===== config.mk =====
export PLATFORM = sky130hd
export DESIGN_NAME = sg_dma_walker
export DESIGN_NICKNAME = d
export VERILOG_FILES = /design/src/rtl/sg_dma_walker.sv
export SDC_FILE = /design/constraint.sdc
export NUM_CORES = 1
export LEC_CHECK = 0
export BUFFER_PORTS_ARGS = -buffer_cell sky130_fd_sc_hd__buf_2
export CAP_MARGIN = 20
export CORE_ASPECT_RATIO = 1.5
export CORE_MARGIN = 2
export CORE_UTILIZATION = 60
export CTS_CLUSTER_DIAMETER = 150
export CTS_CLUSTER_SIZE = 25
export DETAILED_ROUTE_END_ITERATION = 8
export PLACE_DENSITY = 0.85
export SLEW_MARGIN = 25
export SYNTH_ARGS = -nofsm -noshare
export SYNTH_HDL_FRONTEND = slang
export SYNTH_SLANG_ARGS = --single-unit

===== constraint.sdc =====
create_clock -name clk -period 4.5 [get_ports clk]
set_input_delay 0.45 -clock clk [delete_from_list [all_inputs] [get_ports clk]]
set_output_delay 0.45 -clock clk [all_outputs]
set_load 0.02 [all_outputs]

===== src/rtl/sg_dma_walker.sv =====
module sg_dma_walker #(
  parameter int AW    = 16,
  parameter int LW    = 12,
  parameter int BW    = 3,
  parameter int DEPTH = 8,
  localparam int IW   = $clog2(DEPTH),
  localparam int RW   = LW + IW
) (
  input  logic          clk,
  input  logic          rst_n,
  input  logic          cfg_we,
  input  logic [IW-1:0] cfg_idx,
  input  logic [AW-1:0] cfg_src,
  input  logic [AW-1:0] cfg_dst,
  input  logic [LW-1:0] cfg_len,
  input  logic [IW-1:0] cfg_next,
  input  logic          cfg_src_inc,
  input  logic          cfg_dst_inc,
  input  logic [1:0]    cfg_width,
  input  logic [BW-1:0] cfg_burst,
  input  logic          cfg_paced,
  input  logic          start,
  input  logic [IW-1:0] start_idx,
  input  logic          cyclic,
  input  logic          pause,
  input  logic          abort,
  input  logic          dreq,
  output logic          rd_en,
  output logic [AW-1:0] rd_addr,
  input  logic [31:0]   rd_data,
  output logic          wr_en,
  output logic [AW-1:0] wr_addr,
  output logic [31:0]   wr_data,
  output logic [1:0]    wr_size,
  output logic          burst_last,
  output logic          busy,
  output logic          done,
  output logic          err,
  output logic [RW-1:0] residue
);
  typedef enum logic [2:0] {S_IDLE, S_SCAN, S_LOAD, S_XFER, S_ERR} st_t;

  logic [AW-1:0] m_src [DEPTH];
  logic [AW-1:0] m_dst [DEPTH];
  logic [LW-1:0] m_len [DEPTH];
  logic [IW-1:0] m_nxt [DEPTH];
  logic [1:0]    m_w   [DEPTH];
  logic [BW-1:0] m_b   [DEPTH];
  logic          m_si  [DEPTH];
  logic          m_di  [DEPTH];
  logic          m_pc  [DEPTH];

  always_ff @(posedge clk) begin
    if (cfg_we) begin
      m_src[cfg_idx] <= cfg_src;
      m_dst[cfg_idx] <= cfg_dst;
      m_len[cfg_idx] <= cfg_len;
      m_nxt[cfg_idx] <= cfg_next;
      m_w[cfg_idx]   <= cfg_width;
      m_b[cfg_idx]   <= cfg_burst;
      m_si[cfg_idx]  <= cfg_src_inc;
      m_di[cfg_idx]  <= cfg_dst_inc;
      m_pc[cfg_idx]  <= cfg_paced;
    end
  end

  st_t           st;
  logic [IW-1:0] ptr, head, nxt, scnt;
  logic          ring, si, di, pc;
  logic [AW-1:0] sa, da;
  logic [LW-1:0] left, bacc;
  logic [BW-1:0] bcnt, bsz;
  logic [1:0]    wc;
  logic [RW-1:0] sum, total;

  logic [LW-1:0] wb;
  logic [RW-1:0] sum_n;
  logic          beat, chunk_end, bad;

  assign wb        = (wc == 2'd2) ? LW'(4) : (wc == 2'd1) ? LW'(2) : LW'(1);
  assign beat      = (st == S_XFER) && !pause && !abort && (!pc || dreq);
  assign chunk_end = beat && (left == wb);
  assign burst_last = beat && ((bcnt == bsz) || (left == wb));
  assign sum_n     = sum + RW'(m_len[ptr]);
  assign bad       = (m_w[ptr] == 2'd3) || (m_len[ptr] == '0) ||
                     ((m_w[ptr] == 2'd1) && m_len[ptr][0]) ||
                     ((m_w[ptr] == 2'd2) && (m_len[ptr][1:0] != 2'b00));

  assign rd_en   = beat;
  assign wr_en   = beat;
  assign rd_addr = sa;
  assign wr_addr = da;
  assign wr_data = rd_data;
  assign wr_size = wc;
  assign busy    = (st == S_SCAN) || (st == S_LOAD) || (st == S_XFER);
  assign err     = (st == S_ERR);

  always_ff @(posedge clk or negedge rst_n) begin
    if (!rst_n) begin
      st <= S_IDLE; ptr <= '0; head <= '0; nxt <= '0; scnt <= '0;
      ring <= 1'b0; si <= 1'b0; di <= 1'b0; pc <= 1'b0;
      sa <= '0; da <= '0; left <= '0; bacc <= '0; bcnt <= '0; bsz <= '0;
      wc <= '0; sum <= '0; total <= '0; residue <= '0; done <= 1'b0;
    end else begin
      done <= 1'b0;
      if (abort) st <= S_IDLE;
      else case (st)
        S_IDLE, S_ERR: if (start) begin
          st <= S_SCAN; ptr <= start_idx; head <= start_idx; ring <= cyclic;
          sum <= '0; scnt <= '0; residue <= '0;
        end
        S_SCAN: begin
          if (m_nxt[ptr] == '0 || scnt == IW'(DEPTH - 1)) begin
            total <= sum_n; residue <= sum_n; ptr <= head; st <= S_LOAD;
          end else begin
            sum <= sum_n; ptr <= m_nxt[ptr]; scnt <= scnt + 1'b1;
          end
        end
        S_LOAD: begin
          sa <= m_src[ptr]; da <= m_dst[ptr]; left <= m_len[ptr];
          nxt <= m_nxt[ptr]; wc <= m_w[ptr]; bsz <= m_b[ptr];
          si <= m_si[ptr]; di <= m_di[ptr]; pc <= m_pc[ptr];
          bcnt <= '0; bacc <= '0;
          st <= bad ? S_ERR : S_XFER;
        end
        S_XFER: if (beat) begin
          if (si) sa <= sa + AW'(wb);
          if (di) da <= da + AW'(wb);
          left <= left - wb;
          if (burst_last) begin
            bcnt <= '0; bacc <= '0;
            residue <= residue - RW'(bacc) - RW'(wb);
          end else begin
            bcnt <= bcnt + 1'b1; bacc <= bacc + wb;
          end
          if (chunk_end) begin
            if (nxt != '0) begin
              ptr <= nxt; st <= S_LOAD;
            end else if (ring) begin
              ptr <= head; residue <= total; st <= S_LOAD;
            end else begin
              st <= S_IDLE; done <= 1'b1;
            end
          end
        end
        default: st <= S_IDLE;
      endcase
    end
  end

  p_paced_dreq_r6: assert property (@(posedge clk) disable iff (!rst_n)
    (wr_en && pc) |-> dreq);
  p_pause_hold_r9: assert property (@(posedge clk) disable iff (!rst_n)
    pause |-> !wr_en && !rd_en);
  p_done_pulse_r2: assert property (@(posedge clk) disable iff (!rst_n)
    done |=> !done);
  p_residue_down_r7: assert property (@(posedge clk) disable iff (!rst_n)
    (st == S_XFER && $past(st) == S_XFER) |-> residue <= $past(residue));
  p_held_src_r3: assert property (@(posedge clk) disable iff (!rst_n)
    (rd_en && !si && st == S_XFER && $past(st) == S_XFER && $past(rd_en))
      |-> rd_addr == $past(rd_addr));
  p_abort_idle_r10: assert property (@(posedge clk) disable iff (!rst_n)
    abort |=> !busy && !done);
  p_err_quiet_r4: assert property (@(posedge clk) disable iff (!rst_n)
    err |-> !done && !wr_en);
endmodule


==> summary.md <==
| Metric | Value |
|---|---|
| Grt ovf | `0` |
| Chip height | `255 µm` |
| Final Wtd Congestion | `0.906` |
| Drt drc | `0` |
| Slowest-stage cell, CP | `nor4_1` |
| Detailed-route via count | `15293` |
| Fraction of layout cells with a size suffix above 1 | `19.2%` |
| Tightest Pin Transition | `0.977 ns` |
| # nets final | `1938` |
| HP Class | `in -> async` |
| WP depth | `6` |
| Largest net degree at the start of global routing | `103` |
| Fill cell count | `2759` |
| Maxcap violations | `0` |
| Clk pin slew, worst setup/hold paths | `0.11 ns` |
| Clock Sinks | `569` |
| Htree depth | `1` |
| R2r endpoint | `residue[14]` |
| Antenna violations before repair | `11` |
| I/O Buffers | `123` |
| Critical Path, Cell by Cell | `or4_4 > nor4_1 > a21o_1 > nand2_1 > inv_2 > buf_2` |
| Worst Path Max Fanout | `10` |
| Period minus WS final | `3.97 ns` |
| Clk_skew | `0.0196 ns` |
| Reg-to-reg startpoint | `ptr[0]` |
| Ys async rst share | `22.7%` |
| I/O pin count | `188` |
| RSZ-0062 raised after global routing | `false` |
| Antenna Nets Post-Route | `0` |
| Post-synthesis cell type count | `72` |
| Post-CTS Setup Bufs | `0` |
| Slowest cell delay on critical path | `0.76 ns` |
| Net Count, Synth | `1859` |
| First-pass DRT Iterations | `8` |
| Clock buffer depth | `3` |
| Die width | `172 µm` |
| TritonCTS clock tree | `done` |
| Path depth of the worst reg2reg path | `12` |
| Outcome | `finished with violations` |
| Synth warn | `0` |
| Area growth from synthesis to layout | `7.68%` |
| Sequential element share of the synthesized area | `65.0%` |
| Iter 0 DRT Violations | `1593` |
| Final Hold Viols | `52` |
| Pleak | `9.88 nW` |
| Worst vdd ir | `0.379 mV` |
| Endpoints failing setup | `0` |
| CTS resizes | `0` |
| Worst Setup Start Kind | `flop` |
| Setup TNS | `0 ns` |
| Non-Filler Instances | `2364` |
| Required @ worst endpoint | `4.05 ns` |
| Crit path buffers/inverters | `2` |
| Top FF cell, synth | `edfxtp_1` |
| Post-DP HPWL | `38800 µm` |
| Mapped cell area | `0.0253 mm²` |
| Via/cell ratio | `6.47` |
| Total Die Area | `0.0439 mm²` |
| Slew Viols, Final | `0` |
| FF-to-FF setup slack | `0.70 ns` |
| CP endpoint | `burst_last` |
| DR WL/cell | `25.0 µm` |
| Clk Latency, worst-skew pair | `0.59 ns` |
| Crit end category | `primary output` |
| Final worst path period share | `88.1%` |
| Vias in the first global route | `15643` |
| DRT Wirelength | `59100 µm` |
| Failing checks | `negative hold slack` |
| Critical path's top delay family | `simple AND/OR/NAND/NOR gates` |
| Fmax | `252 MHz` |
| PwrDens | `610 mW/mm²` |
| Initial Utilization | `60.5%` |
| Final hold slack | `-0.0586 ns` |
| Clk root buf | `clkbuf_16` |
| First-pass GRT wire length | `90400 µm` |
| #FFs+latches synth | `569` |
| Placed insts | `2310` |
| Post-Synthesis Cells | `1695` |
| Gr usage total | `27.4%` |
| Number of enable flip-flop cells after synthesis | `440` |
| Setup Crit Path Kind | `reg -> out` |
| Crit path from | `left[4]` |
| Worst EP arrival | `3.52 ns` |
| Rel. slew slack | `34.3%` |
| Mapped Avg Cell Area | `14.9 µm²` |
| Row count | `92` |
| TritonCTS Buffers | `26` |
| CORE AREA | `0.0418 mm²` |
| # hold bufs at CTS | `0` |
## cells in the final DEF (no fill, tap or decap), drive strengths merged, types with 48 or more instances in the layout
cell type / n
clkbuf: 48
nor2: 88
edfxtp: 440
mux4: 110
dfrtp: 129
a21oi: 107
o21ai: 97
nand2: 124
buf: 156
inv: 64
ha: 55
## sequential cells by signal, summed over array words and instances, names as in the netlist, 8 cells and up
name / flops
left: 12
m_src: 128
m_nxt: 24
m_dst: 128
m_si: 8
m_b: 24
rd_addr: 16
m_di: 8
bacc: 12
m_w: 16
wr_addr: 16
m_len: 96
m_pc: 8
residue: 15
sum: 15
total: 15
## cell usage after synthesis (all sizes together) (9+ instances only)
master	n	area, µm²
buf	60	372
dfrtp	129	3230
xnor2	14	123
ha	55	688
nand4	14	87.6
clkbuf	46	173
nand3	18	103
a31oi	14	87.6
xor2	12	105
nand2b	11	68.8
nor2b	9	56.3
a21o	15	113
o211ai	16	120
mux2i	40	400
and3	9	56.3
o21ai	97	485
nand2	124	465
nor3	18	90.1
nor2	88	330
mux4	110	2480
o22ai	9	56.3
mux2	32	360
o22a	13	114
a22o	12	105
a21oi	107	543
edfxtp	440	13200
inv	64	240
## power by group
part	leakage [nW]	switching, mW	internal, mW	total (mW)
logic	3.92	4.04	2.95	7.00
registers	5.60	0.674	6.28	6.96
clock network	0.360	1.53	1.14	2.68
## cell families after synthesis
family | count (synthesis) | synth area share (%)
DFF | 569 | 65.0
AOI/OAI and AO/OA | 353 | 8.74
and+or+nand+nor | 332 | 6.11
muxes | 182 | 12.8
buffers and inverters | 170 | 3.10
adders and majority gates | 63 | 3.35
xor gates and xnor gates | 26 | 0.900
## layout make-up
type,instances,area (µm²),share of cell area [%]
inverter,64,240,0.882
sequential,569,16500,60.4
tap,564,706,2.59
clock inverter,1,8.76,0.0322
antenna,6,15.0,0.0551
timing repair buffer,157,912,3.35
clock buffer,47,751,2.76
multi-input combinational,956,8150,29.9
## through the flow
| step | hold slack (ns) | total power [mW] | setup slack, ns | instance area, µm² | util, % |
|---|---|---|---|---|---|
| 6_report | -0.0586 | 16.6 | 0.534 | 27200 | 65.2 |
| 5_1_grt | 0.00102 | 17.4 | 0.414 | 27200 | 65.2 |
| 3_5_place_dp | 0.470 | 13.9 | 0.758 | 26500 | 63.3 |
| 3_3_place_gp | 0.469 | 13.7 | 0.829 | 26400 | 63.3 |
| 2_1_floorplan | 0.154 | 11.9 | 0.805 | 25300 | - |
| 4_1_cts | 0.0100 | 16.6 | 0.579 | 27200 | 65.1 |
## layer usage
metal / track usage, % / vias up / share of wire (%)
li1: - / 6674 / -
met2: 47.6 / 758 / 53
met5: 0 / - / 0.080
met1: 33.8 / 7696 / 35
met3: 4.10 / 157 / 7.4
met4: 12.1 / 8 / 4.4
## worst min-delay path by stage
stage	endpoint	startpoint	cells after the start
after floorplan	bacc[0]	rst_n	0
after global placement	total[3]	total[3]	2
after detailed placement	total[14]	total[14]	2
after CTS	sum[9]	rst_n	1
after global routing	left[4]	rst_n	1
final	left[4]	rst_n	1
No activity file was read; power rests on OpenSTA's default activity.
